$ cat src/rtl/hp_fault_pkg.sv
package hp_fault_pkg;
    localparam int CFG_W        = 16;
    localparam int B_ERR_ON_FLT = 14;
    localparam int B_LATCH_VIEW = 13;
    localparam int B_SCAN_FRESH = 12;
    localparam int B_CLK66      = 11;
    localparam int B_FLT_MASTER = 10;
    localparam int B_AUTO_OFF   = 9;
    localparam int B_BUSY       = 8;

    typedef enum logic [1:0] {
        BSY_WAIT_WR  = 2'd0,
        BSY_WAIT_UPD = 2'd1,
        BSY_IDLE     = 2'd2
    } busy_state_t;
endpackage

$ cat src/rtl/hp_cfg_reg.sv
module hp_cfg_reg
    import hp_fault_pkg::*;
(
    input  logic             clk,
    input  logic             rst_n,
    input  logic             wr_en,
    input  logic [CFG_W-1:0] wr_data,
    input  logic             scan_done,
    input  logic             ctl_update,
    output logic [CFG_W-1:0] cfg_q,
    output logic             err_on_fault,
    output logic             latch_view,
    output logic             fault_master
);
    busy_state_t state_q, state_d;
    logic        busy;
    logic        auto_off_q;
    logic        scan_fresh_q;
    logic        unused_wr_bits;

    assign unused_wr_bits = ^{wr_data[15], wr_data[B_CLK66], wr_data[B_BUSY], wr_data[7:0]};

    // Busy state register
    always_ff @(posedge clk or negedge rst_n) begin
        if (!rst_n) state_q <= BSY_WAIT_WR;
        else        state_q <= state_d;
    end

    // Busy next-state logic
    always_comb begin
        state_d = state_q;
        unique case (state_q)
            BSY_WAIT_WR:  if (wr_en)      state_d = BSY_WAIT_UPD;
            BSY_WAIT_UPD: if (ctl_update) state_d = BSY_IDLE;
            BSY_IDLE:                     state_d = BSY_IDLE;
            default:                      state_d = BSY_WAIT_WR;
        endcase
    end

    // Busy output decode
    always_comb begin
        unique case (state_q)
            BSY_IDLE: busy = 1'b0;
            default:  busy = 1'b1;
        endcase
    end

    // Writable bits
    always_ff @(posedge clk or negedge rst_n) begin
        if (!rst_n) begin
            err_on_fault <= 1'b0;
            latch_view   <= 1'b0;
            fault_master <= 1'b0;
            auto_off_q   <= 1'b0;
        end else if (wr_en) begin
            err_on_fault <= wr_data[B_ERR_ON_FLT];
            latch_view   <= wr_data[B_LATCH_VIEW];
            fault_master <= wr_data[B_FLT_MASTER];
            auto_off_q   <= wr_data[B_AUTO_OFF];
        end
    end

    // Scan-complete flag: software set wins over hardware clear
    always_ff @(posedge clk or negedge rst_n) begin
        if (!rst_n)                               scan_fresh_q <= 1'b0;
        else if (wr_en && wr_data[B_SCAN_FRESH])  scan_fresh_q <= 1'b1;
        else if (scan_done)                       scan_fresh_q <= 1'b0;
    end

    always_comb begin
        cfg_q               = '0;
        cfg_q[B_ERR_ON_FLT] = err_on_fault;
        cfg_q[B_LATCH_VIEW] = latch_view;
        cfg_q[B_SCAN_FRESH] = scan_fresh_q;
        cfg_q[B_CLK66]      = 1'b1;
        cfg_q[B_FLT_MASTER] = fault_master;
        cfg_q[B_AUTO_OFF]   = auto_off_q;
        cfg_q[B_BUSY]       = busy;
    end


    busy_norise_chk: assert property (@(posedge clk) disable iff (!rst_n)
        !$rose(busy));

    busy_fall_chk: assert property (@(posedge clk) disable iff (!rst_n)
        $fell(busy) |-> $past(ctl_update));

    scan_fresh_clr_chk: assert property (@(posedge clk) disable iff (!rst_n)
        $fell(scan_fresh_q) |-> $past(scan_done));
endmodule

$ cat src/rtl/hp_fault_latch.sv
module hp_fault_latch #(
    parameter int NUM_SLOTS = 8
) (
    input  logic                 clk,
    input  logic                 rst_n,
    input  logic                 scan_vld,
    input  logic [NUM_SLOTS-1:0] scan_bits,
    input  logic                 clr_wr,
    input  logic [NUM_SLOTS-1:0] clr_bits,
    input  logic                 fault_master,
    input  logic                 latch_view,
    output logic [NUM_SLOTS-1:0] latch_q,
    output logic [NUM_SLOTS-1:0] status
);
    logic [NUM_SLOTS-1:0] raw_q;

    always_ff @(posedge clk or negedge rst_n) begin
        if (!rst_n)        raw_q <= '0;
        else if (scan_vld) raw_q <= scan_bits;
    end

    for (genvar i = 0; i < NUM_SLOTS; i++) begin : g_slot
        logic set_i, clr_i;
        assign set_i = scan_vld && scan_bits[i] && fault_master;
        assign clr_i = clr_wr && clr_bits[i];

        always_ff @(posedge clk or negedge rst_n) begin
            if (!rst_n)     latch_q[i] <= 1'b0;
            else if (set_i) latch_q[i] <= 1'b1;
            else if (clr_i) latch_q[i] <= 1'b0;
        end


        latch_clr_chk: assert property (@(posedge clk) disable iff (!rst_n)
            $fell(latch_q[i]) |-> $past(clr_wr && clr_bits[i]));
    end

    always_comb begin
        if (!latch_view)       status = raw_q;
        else if (fault_master) status = latch_q;
        else                   status = '1;
    end
endmodule

$ cat src/rtl/hp_serr_gen.sv
module hp_serr_gen #(
    parameter int NUM_SLOTS = 8
) (
    input  logic                 clk,
    input  logic                 rst_n,
    input  logic [NUM_SLOTS-1:0] latch_q,
    input  logic [NUM_SLOTS-1:0] slot_phase,
    input  logic                 err_on_fault,
    input  logic                 fault_master,
    input  logic                 cmd_serr_en,
    output logic                 serr
);
    logic                 gate_on;
    logic [NUM_SLOTS-1:0] qual, qual_q;

    assign gate_on = err_on_fault && fault_master && cmd_serr_en;
    assign qual    = gate_on ? (latch_q & slot_phase) : '0;

    always_ff @(posedge clk or negedge rst_n) begin
        if (!rst_n) begin
            qual_q <= '0;
            serr   <= 1'b0;
        end else begin
            qual_q <= qual;
            serr   <= |(qual & ~qual_q);
        end
    end


    serr_gate_chk: assert property (@(posedge clk) disable iff (!rst_n)
        serr |-> $past(err_on_fault && fault_master && cmd_serr_en));

    serr_cause_chk: assert property (@(posedge clk) disable iff (!rst_n)
        serr |-> $past(|(latch_q & slot_phase)));
endmodule

$ cat src/rtl/hp_fault_report.sv
module hp_fault_report
    import hp_fault_pkg::*;
#(
    parameter int NUM_SLOTS = 8
) (
    input  logic                 clk,
    input  logic                 rst_n,
    input  logic                 cfg_wr_en,
    input  logic [15:0]          cfg_wr_data,
    output logic [15:0]          cfg_rd_data,
    input  logic                 scan_vld,
    input  logic [NUM_SLOTS-1:0] scan_bits,
    input  logic                 scan_done,
    input  logic                 flt_clr_wr,
    input  logic [NUM_SLOTS-1:0] flt_clr_bits,
    output logic [NUM_SLOTS-1:0] flt_status,
    input  logic                 cmd_serr_en,
    input  logic [NUM_SLOTS-1:0] slot_past_clk,
    input  logic                 ctl_update,
    output logic                 serr_pulse
);
    logic                 err_on_fault, latch_view, fault_master;
    logic [NUM_SLOTS-1:0] latch_q;

    hp_cfg_reg u_cfg (
        .clk          (clk),
        .rst_n        (rst_n),
        .wr_en        (cfg_wr_en),
        .wr_data      (cfg_wr_data),
        .scan_done    (scan_done),
        .ctl_update   (ctl_update),
        .cfg_q        (cfg_rd_data),
        .err_on_fault (err_on_fault),
        .latch_view   (latch_view),
        .fault_master (fault_master)
    );

    hp_fault_latch #(.NUM_SLOTS(NUM_SLOTS)) u_latch (
        .clk          (clk),
        .rst_n        (rst_n),
        .scan_vld     (scan_vld),
        .scan_bits    (scan_bits),
        .clr_wr       (flt_clr_wr),
        .clr_bits     (flt_clr_bits),
        .fault_master (fault_master),
        .latch_view   (latch_view),
        .latch_q      (latch_q),
        .status       (flt_status)
    );

    hp_serr_gen #(.NUM_SLOTS(NUM_SLOTS)) u_serr (
        .clk          (clk),
        .rst_n        (rst_n),
        .latch_q      (latch_q),
        .slot_phase   (slot_past_clk),
        .err_on_fault (err_on_fault),
        .fault_master (fault_master),
        .cmd_serr_en  (cmd_serr_en),
        .serr         (serr_pulse)
    );


    status_force_chk: assert property (@(posedge clk) disable iff (!rst_n)
        (cfg_rd_data[B_LATCH_VIEW] && !cfg_rd_data[B_FLT_MASTER]) |-> (flt_status == '1));
endmodule

$ cat config.mk
export PLATFORM = sky130hd
export DESIGN_NAME = hp_fault_report
export DESIGN_NICKNAME = d
export VERILOG_FILES = /design/src/rtl/hp_fault_pkg.sv /design/src/rtl/hp_cfg_reg.sv /design/src/rtl/hp_fault_latch.sv /design/src/rtl/hp_serr_gen.sv /design/src/rtl/hp_fault_report.sv
export SDC_FILE = /design/constraint.sdc
export NUM_CORES = 1
export LEC_CHECK = 0
export ABC_AREA = 1
export BUFFER_PORTS_ARGS = -buffer_cell sky130_fd_sc_hd__buf_4
export CORE_ASPECT_RATIO = 1.1
export CORE_UTILIZATION = 30
export CTS_BUF_LIST = sky130_fd_sc_hd__clkbuf_8
export CTS_CLUSTER_DIAMETER = 40
export DETAILED_ROUTE_END_ITERATION = 8
export GPL_TIMING_DRIVEN = 0
export PLACE_DENSITY = 0.65
export SLEW_MARGIN = 20
export SYNTH_ARGS = -nofsm -noshare
export SYNTH_HDL_FRONTEND = slang
export SYNTH_HIERARCHICAL = 1
export SYNTH_SLANG_ARGS = --single-unit
$ cat constraint.sdc
create_clock -name clk -period 0.95 [get_ports clk]
set_input_delay 0.19 -clock clk [delete_from_list [all_inputs] [get_ports clk]]
set_output_delay 0.19 -clock clk [all_outputs]
set_load 0.005 [all_outputs]
==> qor.yml, run 1 <==
logic_synthesis:
  synth_async_sr_flop_share_pct: 100
  synth_enable_flop_cells: 0
  synth_cells: 234
  ys_types: 16
  post_synthesis_sequential_area_ratio_pct: 45.7
  synthesis.area_per_instance_um2: 7.49
  netlist_top_cells_count: "nand2_1 (94), inv_1 (34), dfrtp_1 (32)"
  synth_most_common_cell: "nand2_1"
  synth_top_cells_by_area: "dfrtp_1 (46%), nand2_1 (20%), buf_4 (7.3%), inv_1 (7.3%), nand3_1 (4.3%)"
  synth-seq-cells: 32
  top_cell_type_s_share_of_synthesized_area_pct: 45.7
  library_cell_with_the_largest_summed_area_after_synthesis: "dfrtp_1"
  synth_top_flop_cell: "dfrtp_1"
  synth.cell_area_um2: 1750
  number_of_warning_messages_in_the_yosys_log: 6
layout:
  syn2layout_area_growth_pct: 49.7
  finish.utilization_pct: 47.7
  postLayoutCellArea_um2: 2620
  fraction_of_final_layout_cells_sized_beyond_drive_strength_1_pct: 39.4
  diodes: 0
  finalNetCount: 361
detailed_routing:
  detailedRoute.firstPassIterationCount: 6
  post_drt_via_cell_ratio: 3.97
  total_wirelength_mm: 4.10
  via_count: 1529
  remaining_antenna_violation_count: 0
  detail_route.wl_per_cell_um: 10.6
  detail_route.iter0.violations: 52
  drc: 0
run_status:
  failing_checks: "setup timing"
  outcome: "finished with violations"
cts:
  tritoncts: "done"
  cts_root_buf: "clkbuf_8"
  clk_pin_slew_ns: 0.06
  num_cts_buffers: 5
  cts_sinks: 32
  h_tree_levels: 2
  clock_tree.buffer_depth: 2
  worst_skew_pair.late_latency_ns: 0.28
power:
  p_int_mw: 2.85
  cellLeakagePower_nw: 1.48
  pwr_density_cell_nw_per_um2: 1590
  switching_share_pct: 31.4
  power.share.clock_pct: 25.7
  switch_pwr_mw: 1.31
  worst_voltage_drop_across_the_vdd_grid_v: 0.000619
  fin_total_pwr_mw: 4.16
  comb_power_share_pct: 34.7
  seqPwrFrac_pct: 39.6
global_routing:
  grt_start_max_net_pins: 33
  wire_length_of_the_first_global_routing_pass_mm: 6.70
  grt_pass1_vias: 1524
  grt_util_overall_pct: 14.7
  met2_usage_pct: 26.1
  grtUsageMet1_pct: 16.5
  grt_antenna_before_repair: 0
  grt.busiest_layer: "met2"
  globalRouteMet3Util_pct: 3.40
  global_route_overflow: 0
critical_path:
  cp.required_ns: 0.76
  worstSetupStartpoint: "u_cfg/fault_master"
  critical_path_peak_fanout: 7
  crit_top_cell: "buf_6"
  r2r-end: "u_serr/serr"
  crit_path_end: "flt_status[5]"
  timing.critical_path.arrival_ns: 1.20
  setup.worst_path.class: "flip-flop to output port"
  cpPeakStageDelay_ns: 0.40
  critical_path.slowest_cell: "dfrtp_1"
  end_kind: "output port"
  cp_cell_sequence: "buf_6 -> buf_6 -> nand2_4 -> nand2_2 -> nand2_2 -> buf_6"
  cpLargestDelayFamily: "flip-flops"
  critPathLaunchType: "flip-flop"
  r2r_slack_ns: -0.25
  critical_path_cell_count: 6
  crit-reg2reg-launch: "u_cfg/fault_master"
  worstPathBufferInverterCount: 3
  worstRegToRegCells: 8
timing:
  timing.final.max_slew_violations: 0
  fin_crit_sh_pct: 147
  layout_min_cycle_time_ns: 1.39
  grt_setup_unrepaired: "true"
  hold_violations: 0
  layout_setup_ws_ns: -0.442
  setup_viol_count_final: 34
  clock_skew_ns: 0.00571
  fin_tns_setup_ns: -6.52
  max_freq_mhz: 718
hold_path:
  min-delay-start: "scan_done"
  holdCritPathClass: "input pin to flip-flop"
place:
  place_congestion: 0.796
  postPlaceCellArea_um2: 2260
  port-buffer-count: 50
  dp_wirelength_mm: 2.86
floorplanning:
  die_h_um: 82.1
  number_of_primary_i_o_pins: 73
  die_x_um: 74.9
  design.die.area_um2: 6150
  start_util_pct: 31.8
  floorplan.core_area_um2: 5500
  num_rows: 28
flow_run:
  maxCapViolCount: 0
worst register-to-register path, delay by kind of cell, from the launching register on:
| family | cells | cell delay (ns) |
|---|---|---|
| buf+inv | 2 | 0.27 |
| flops | 1 | 0.40 |
| simple gates | 6 | 0.43 |
layer usage:
metal	part of all wire [%]	wire length, um	vias to the layer above
met5	0	0	-
met4	1.9	78	0
met3	5.6	228	7
met2	52	2130	37
met1	41	1660	669
li1	-	-	816
flip-flops by register name, indices dropped and copies added (netlist names):
signal              flops
u_serr/qual_q           8
u_latch/raw_q           8
u_cfg/fault_master      1
u_cfg/scan_fresh_q      1
u_latch/latch_q         8
u_serr/serr             1
u_cfg/latch_view        1
u_cfg/auto_off_q        1
u_cfg/state_q           2
u_cfg/err_on_fault      1
how the worst min path moves through the flow:
stage,end,slack (ns),cells after the start
2_1_floorplan,u_cfg/auto_off_q,-0.11,0
3_3_place_gp,u_cfg/state_q[0],0.15,1
3_5_place_dp,u_cfg/state_q[1],0.16,1
4_1_cts,u_cfg/scan_fresh_q,0.09,2
5_1_grt,u_cfg/scan_fresh_q,0.11,2
6_report,u_cfg/scan_fresh_q,0.09,2
cells in the final DEF, fill, tap and decap left out, types with 2 or more instances in the layout:
cell | netlist | routed
nand2_1 | 94 | 84
buf_4 | 17 | 59
dfrtp_1 | 32 | 32
inv_1 | 34 | 31
buf_6 | 3 | 20
conb_1 | 2 | 10
o21ai_0 | 9 | 9
nand2_2 | 2 | 9
nand3_1 | 15 | 9
nor2_1 | 10 | 8
clkbuf_8 | 0 | 6
nand3_2 | 0 | 6
inv_2 | 4 | 5
nand2_4 | 2 | 4
ha_4 | 0 | 3
nand3b_1 | 3 | 3
clkinv_2 | 0 | 2
nor2_4 | 1 | 2
nor2_2 | 0 | 2
final cells by class:
type / count / area (um2)
fillers: 554 / 2880
flip-flops and latches: 32 / 801
multi-input cells: 151 / 800
repair buffers: 63 / 528
plain buffers: 18 / 155
inverters: 38 / 153
well taps: 75 / 93.8
clock buffers: 6 / 82.6
clock inverters: 2 / 10.0
stage by stage:
step | cells | setup WS, ns | hold WS [ns]
after detailed placement | 367 | -0.219 | 0.157
final | 385 | -0.442 | 0.0947
after global placement | 367 | -0.201 | 0.152
after global routing | 385 | -0.487 | 0.110
after floorplan | 242 | -0.0510 | -0.106
after CTS | 383 | -0.428 | 0.0884
logic make-up after synthesis:
logic type / synth area share (%)
AO/OA/AOI/OAI: 2.57
adder cells (fa/ha/maj): 2.86
buffers and inverters: 17.9
flip-flops: 45.7
other: 0.429
AND/OR/NAND/NOR: 30.5
power by group through the flow:
| stage | sequential (mW) | combinational, mW | clock (mW) |
|---|---|---|---|
| after floorplan | 1.63 | 0.663 | 0 |
| after global placement | 1.65 | 1.04 | 0 |
| after detailed placement | 1.65 | 1.06 | 0 |
| after CTS | 1.63 | 1.37 | 1.10 |
| after global routing | 1.66 | 1.59 | 1.17 |
| final | 1.65 | 1.45 | 1.07 |
what timing repair did:
item	in CTS	in global routing
gates cloned	2	0
hold endpoints to repair	32	0
hold buffers	1	0
pin swaps	7	14
gates resized for setup	31	20
setup endpoints to repair	28	34
setup buffers	8	4
Note: power is estimated with default switching activity, not from simulation.
==> run 2: changes to the inputs <==
- ABC_AREA: 1 -> default
- CORE_UTILIZATION: 30 -> 43
- PLACE_DENSITY: 0.65 -> 0.87
==> run 2 against run 1 <==
  * The run still ends with setup timing left
  * Cell area is 15% lower
  * Wire length decreased by 15%
  * Hold slack got worse by 0.0092 ns
  * Highest routed layer unchanged
  * Sequential cell count did not move
  * Area after synthesis decreased by 13%
  * Critical endpoint is now flt_status[6]
  * Critical path type unchanged
  * Sequential power hardly changed
==> qor.yml, run 2 <==
run_status:
  outcome: "finished with violations"
  failing_checks: "setup timing"
place:
  port-buffer-count: 49
  postPlaceCellArea_um2: 2000
  placement.setup.worst_slack_ns: -0.339
  place_congestion: 0.779
  dp_wirelength_mm: 2.34
logic_synthesis:
  synth_top_cells_by_area: "dfrtp_1 (52%), mux2_2 (8.9%), buf_4 (7.9%), a22o_1 (4.6%), o22a_1 (4.6%)"
  ys_types: 21
  top_cell_type_s_share_of_synthesized_area_pct: 52.5
  synth-seq-cells: 32
  post_synthesis_sequential_area_ratio_pct: 52.5
  number_of_warning_messages_in_the_yosys_log: 6
  synthesis.area_per_instance_um2: 11.3
  synth_cells: 135
  synth_enable_flop_cells: 0
  synth.cell_area_um2: 1530
  synth_async_sr_flop_share_pct: 100
  synth_top_flop_cell: "dfrtp_1"
  netlist_top_cells_count: "dfrtp_1 (32), nand2_1 (18), buf_4 (16)"
  synth_most_common_cell: "dfrtp_1"
  library_cell_with_the_largest_summed_area_after_synthesis: "dfrtp_1"
detailed_routing:
  detail_route.iter0.violations: 46
  via_count: 1179
  drc: 0
  total_wirelength_mm: 3.49
  post_drt_via_cell_ratio: 4.64
  detailedRoute.firstPassIterationCount: 4
  remaining_antenna_violation_count: 0
  detail_route.wl_per_cell_um: 13.8
critical_path:
  cpPeakStageDelay_ns: 0.44
  crit-reg2reg-launch: "u_cfg/state_q[0]"
  critPathLaunchType: "flip-flop"
  timing.critical_path.arrival_ns: 1.20
  worstPathBufferInverterCount: 2
  setup.worst_path.class: "flip-flop to output port"
  end_kind: "output port"
  cp_cell_sequence: "buf_6 -> nor2_1 -> a31oi_2 -> buf_4"
  cpLargestDelayFamily: "flip-flops"
  worstSetupStartpoint: "u_cfg/latch_view"
  cp.required_ns: 0.76
  critical_path_peak_fanout: 5
  critical_path.slowest_cell: "dfrtp_2"
flow_run:
  maxCapViolCount: 0
floorplanning:
  start_util_pct: 45.5
  floorplan.core_area_um2: 3360
  design.die.area_um2: 3790
  die_h_um: 64.5
  die_x_um: 58.8
  number_of_primary_i_o_pins: 73
  num_rows: 22
timing:
  fin_crit_sh_pct: 146
  layout_min_cycle_time_ns: 1.39
  clock_skew_ns: 0.00685
  setup_viol_count_final: 36
  timing.final.max_slew_violations: 0
  layout_setup_ws_ns: -0.441
  max_freq_mhz: 719
  grt_setup_unrepaired: "true"
  hold_violations: 0
cts:
  h_tree_levels: 2
  num_cts_buffers: 5
  cts_sinks: 32
  clock_tree.buffer_depth: 2
  cts_root_buf: "clkbuf_8"
  clk_pin_slew_ns: 0.06
  worst_skew_pair.late_latency_ns: 0.28
  tritoncts: "done"
layout:
  final-seq-area_um2: 803
  leading_registers_by_flop_count: "u_latch/latch_q (8), u_latch/raw_q (8), u_serr/qual_q (8)"
  syn2layout_area_growth_pct: 46.3
  layout_commonest_cell: "buf_4"
  layout_common_cells: "buf_4 (62), dfrtp_1 (30), nand2_1 (17)"
  finish.utilization_pct: 66.5
  multi_input_comb_area_um2: 629
  postLayoutCellArea_um2: 2230
  finalNetCount: 257
  layout_fillers: 269
  diodes: 0
  fraction_of_final_layout_cells_sized_beyond_drive_strength_1_pct: 51.9
global_routing:
  grt_util_overall_pct: 20.9
  grt_antenna_before_repair: 0
  wire_length_of_the_first_global_routing_pass_mm: 5.59
  grt_pass1_vias: 1209
  global_route_overflow: 0
  grt_start_max_net_pins: 33
power:
  fin_total_pwr_mw: 4.35
  cellLeakagePower_nw: 1.11
  worst_voltage_drop_across_the_vdd_grid_v: 0.00197
  pwr_density_cell_nw_per_um2: 1950
hold_path:
  min-delay-start: "scan_done"
  holdCritPathClass: "input pin to flip-flop"
-- run 2: area by class of cell --
| class | instances | share of cell area [%] |
|---|---|---|
| buffer | 16 | 5.71 |
| tap | 48 | 2.69 |
| clock buffer | 5 | 3.08 |
| clock inverter | 3 | 1.74 |
| inverter | 8 | 1.34 |
| multi-input combinational | 83 | 28.2 |
| sequential | 32 | 36.0 |
| timing repair buffer | 59 | 21.3 |
-- run 2: final timing paths --
| path | endpoint | slack [ns] | cells past startpoint |
|---|---|---|---|
| setup / recovery | flt_status[6] | -0.44 | 4 |
| hold / removal | u_cfg/scan_fresh_q | 0.09 | 2 |
| setup reg to reg | u_cfg/state_q[0] | -0.39 | 6 |
| hold reg to reg | u_latch/raw_q[0] | 0.52 | 1 |
| max in group asynchronous | u_cfg/latch_view | 0.26 | 2 |
| min in group asynchronous | u_latch/latch_q[3] | 0.37 | 2 |
-- run 2: logic make-up (layout without fill, tap and decap cells) --
kind of cell    count (synthesis)  after routing  synth area share (%)
simple gates                   33             33                  9.26
other cells                     2             10                 0.492
fa+ha+maj                       4              4                  3.28
mux                            14             14                  10.3
flops                          32             32                  52.5
buf+inv                        28             91                  11.9
compound gates                 22             22                  12.3
-- run 2: worst register-to-register path, cell delays in order (launching register included) --
cell and delay, ns:
dfrtp_1 0.39, inv_2 0.09, buf_6 0.10, ha_4 0.11
inv_2 0.04, o22ai_4 0.17, mux2_4 0.32
-- run 2: stage by stage --
| stage | instances | setup TNS, ns | hold slack, ns |
|---|---|---|---|
| 5_1_grt | 254 | -8.06 | 0.127 |
| 3_5_place_dp | 240 | -4.05 | 0.146 |
| 3_3_place_gp | 240 | -4.16 | 0.148 |
| 4_1_cts | 253 | -6.52 | 0.0814 |
| 2_1_floorplan | 143 | -0.946 | -0.106 |
| 6_report | 254 | -6.04 | 0.0855 |
-- run 2: layer usage --
| layer | track usage (%) | vias up | wire length [um] |
|---|---|---|---|
| met3 | 4.79 | 11 | 137 |
| li1 | - | 576 | - |
| met4 | 13.4 | 0 | 100 |
| met5 | 0 | - | 0 |
| met2 | 32.4 | 36 | 1800 |
| met1 | 26.0 | 556 | 1460 |
-- run 2: where the power goes --
group	internal, mW	switching [mW]
Combinational	0.874	0.567
Sequential	1.53	0.129
Clock	0.766	0.484
Total	3.17	1.18
-- run 2: repair_timing --
| action | CTS | global route |
|---|---|---|
| resized for setup | 21 | 2 |
| hold buffers | 1 | 0 |
| pin swaps | 8 | 2 |
| endpoints found under the hold margin | 32 | 0 |
| cloned | 1 | 0 |
| endpoints found under the setup margin | 34 | 35 |
| buffers inserted | 6 | 2 |
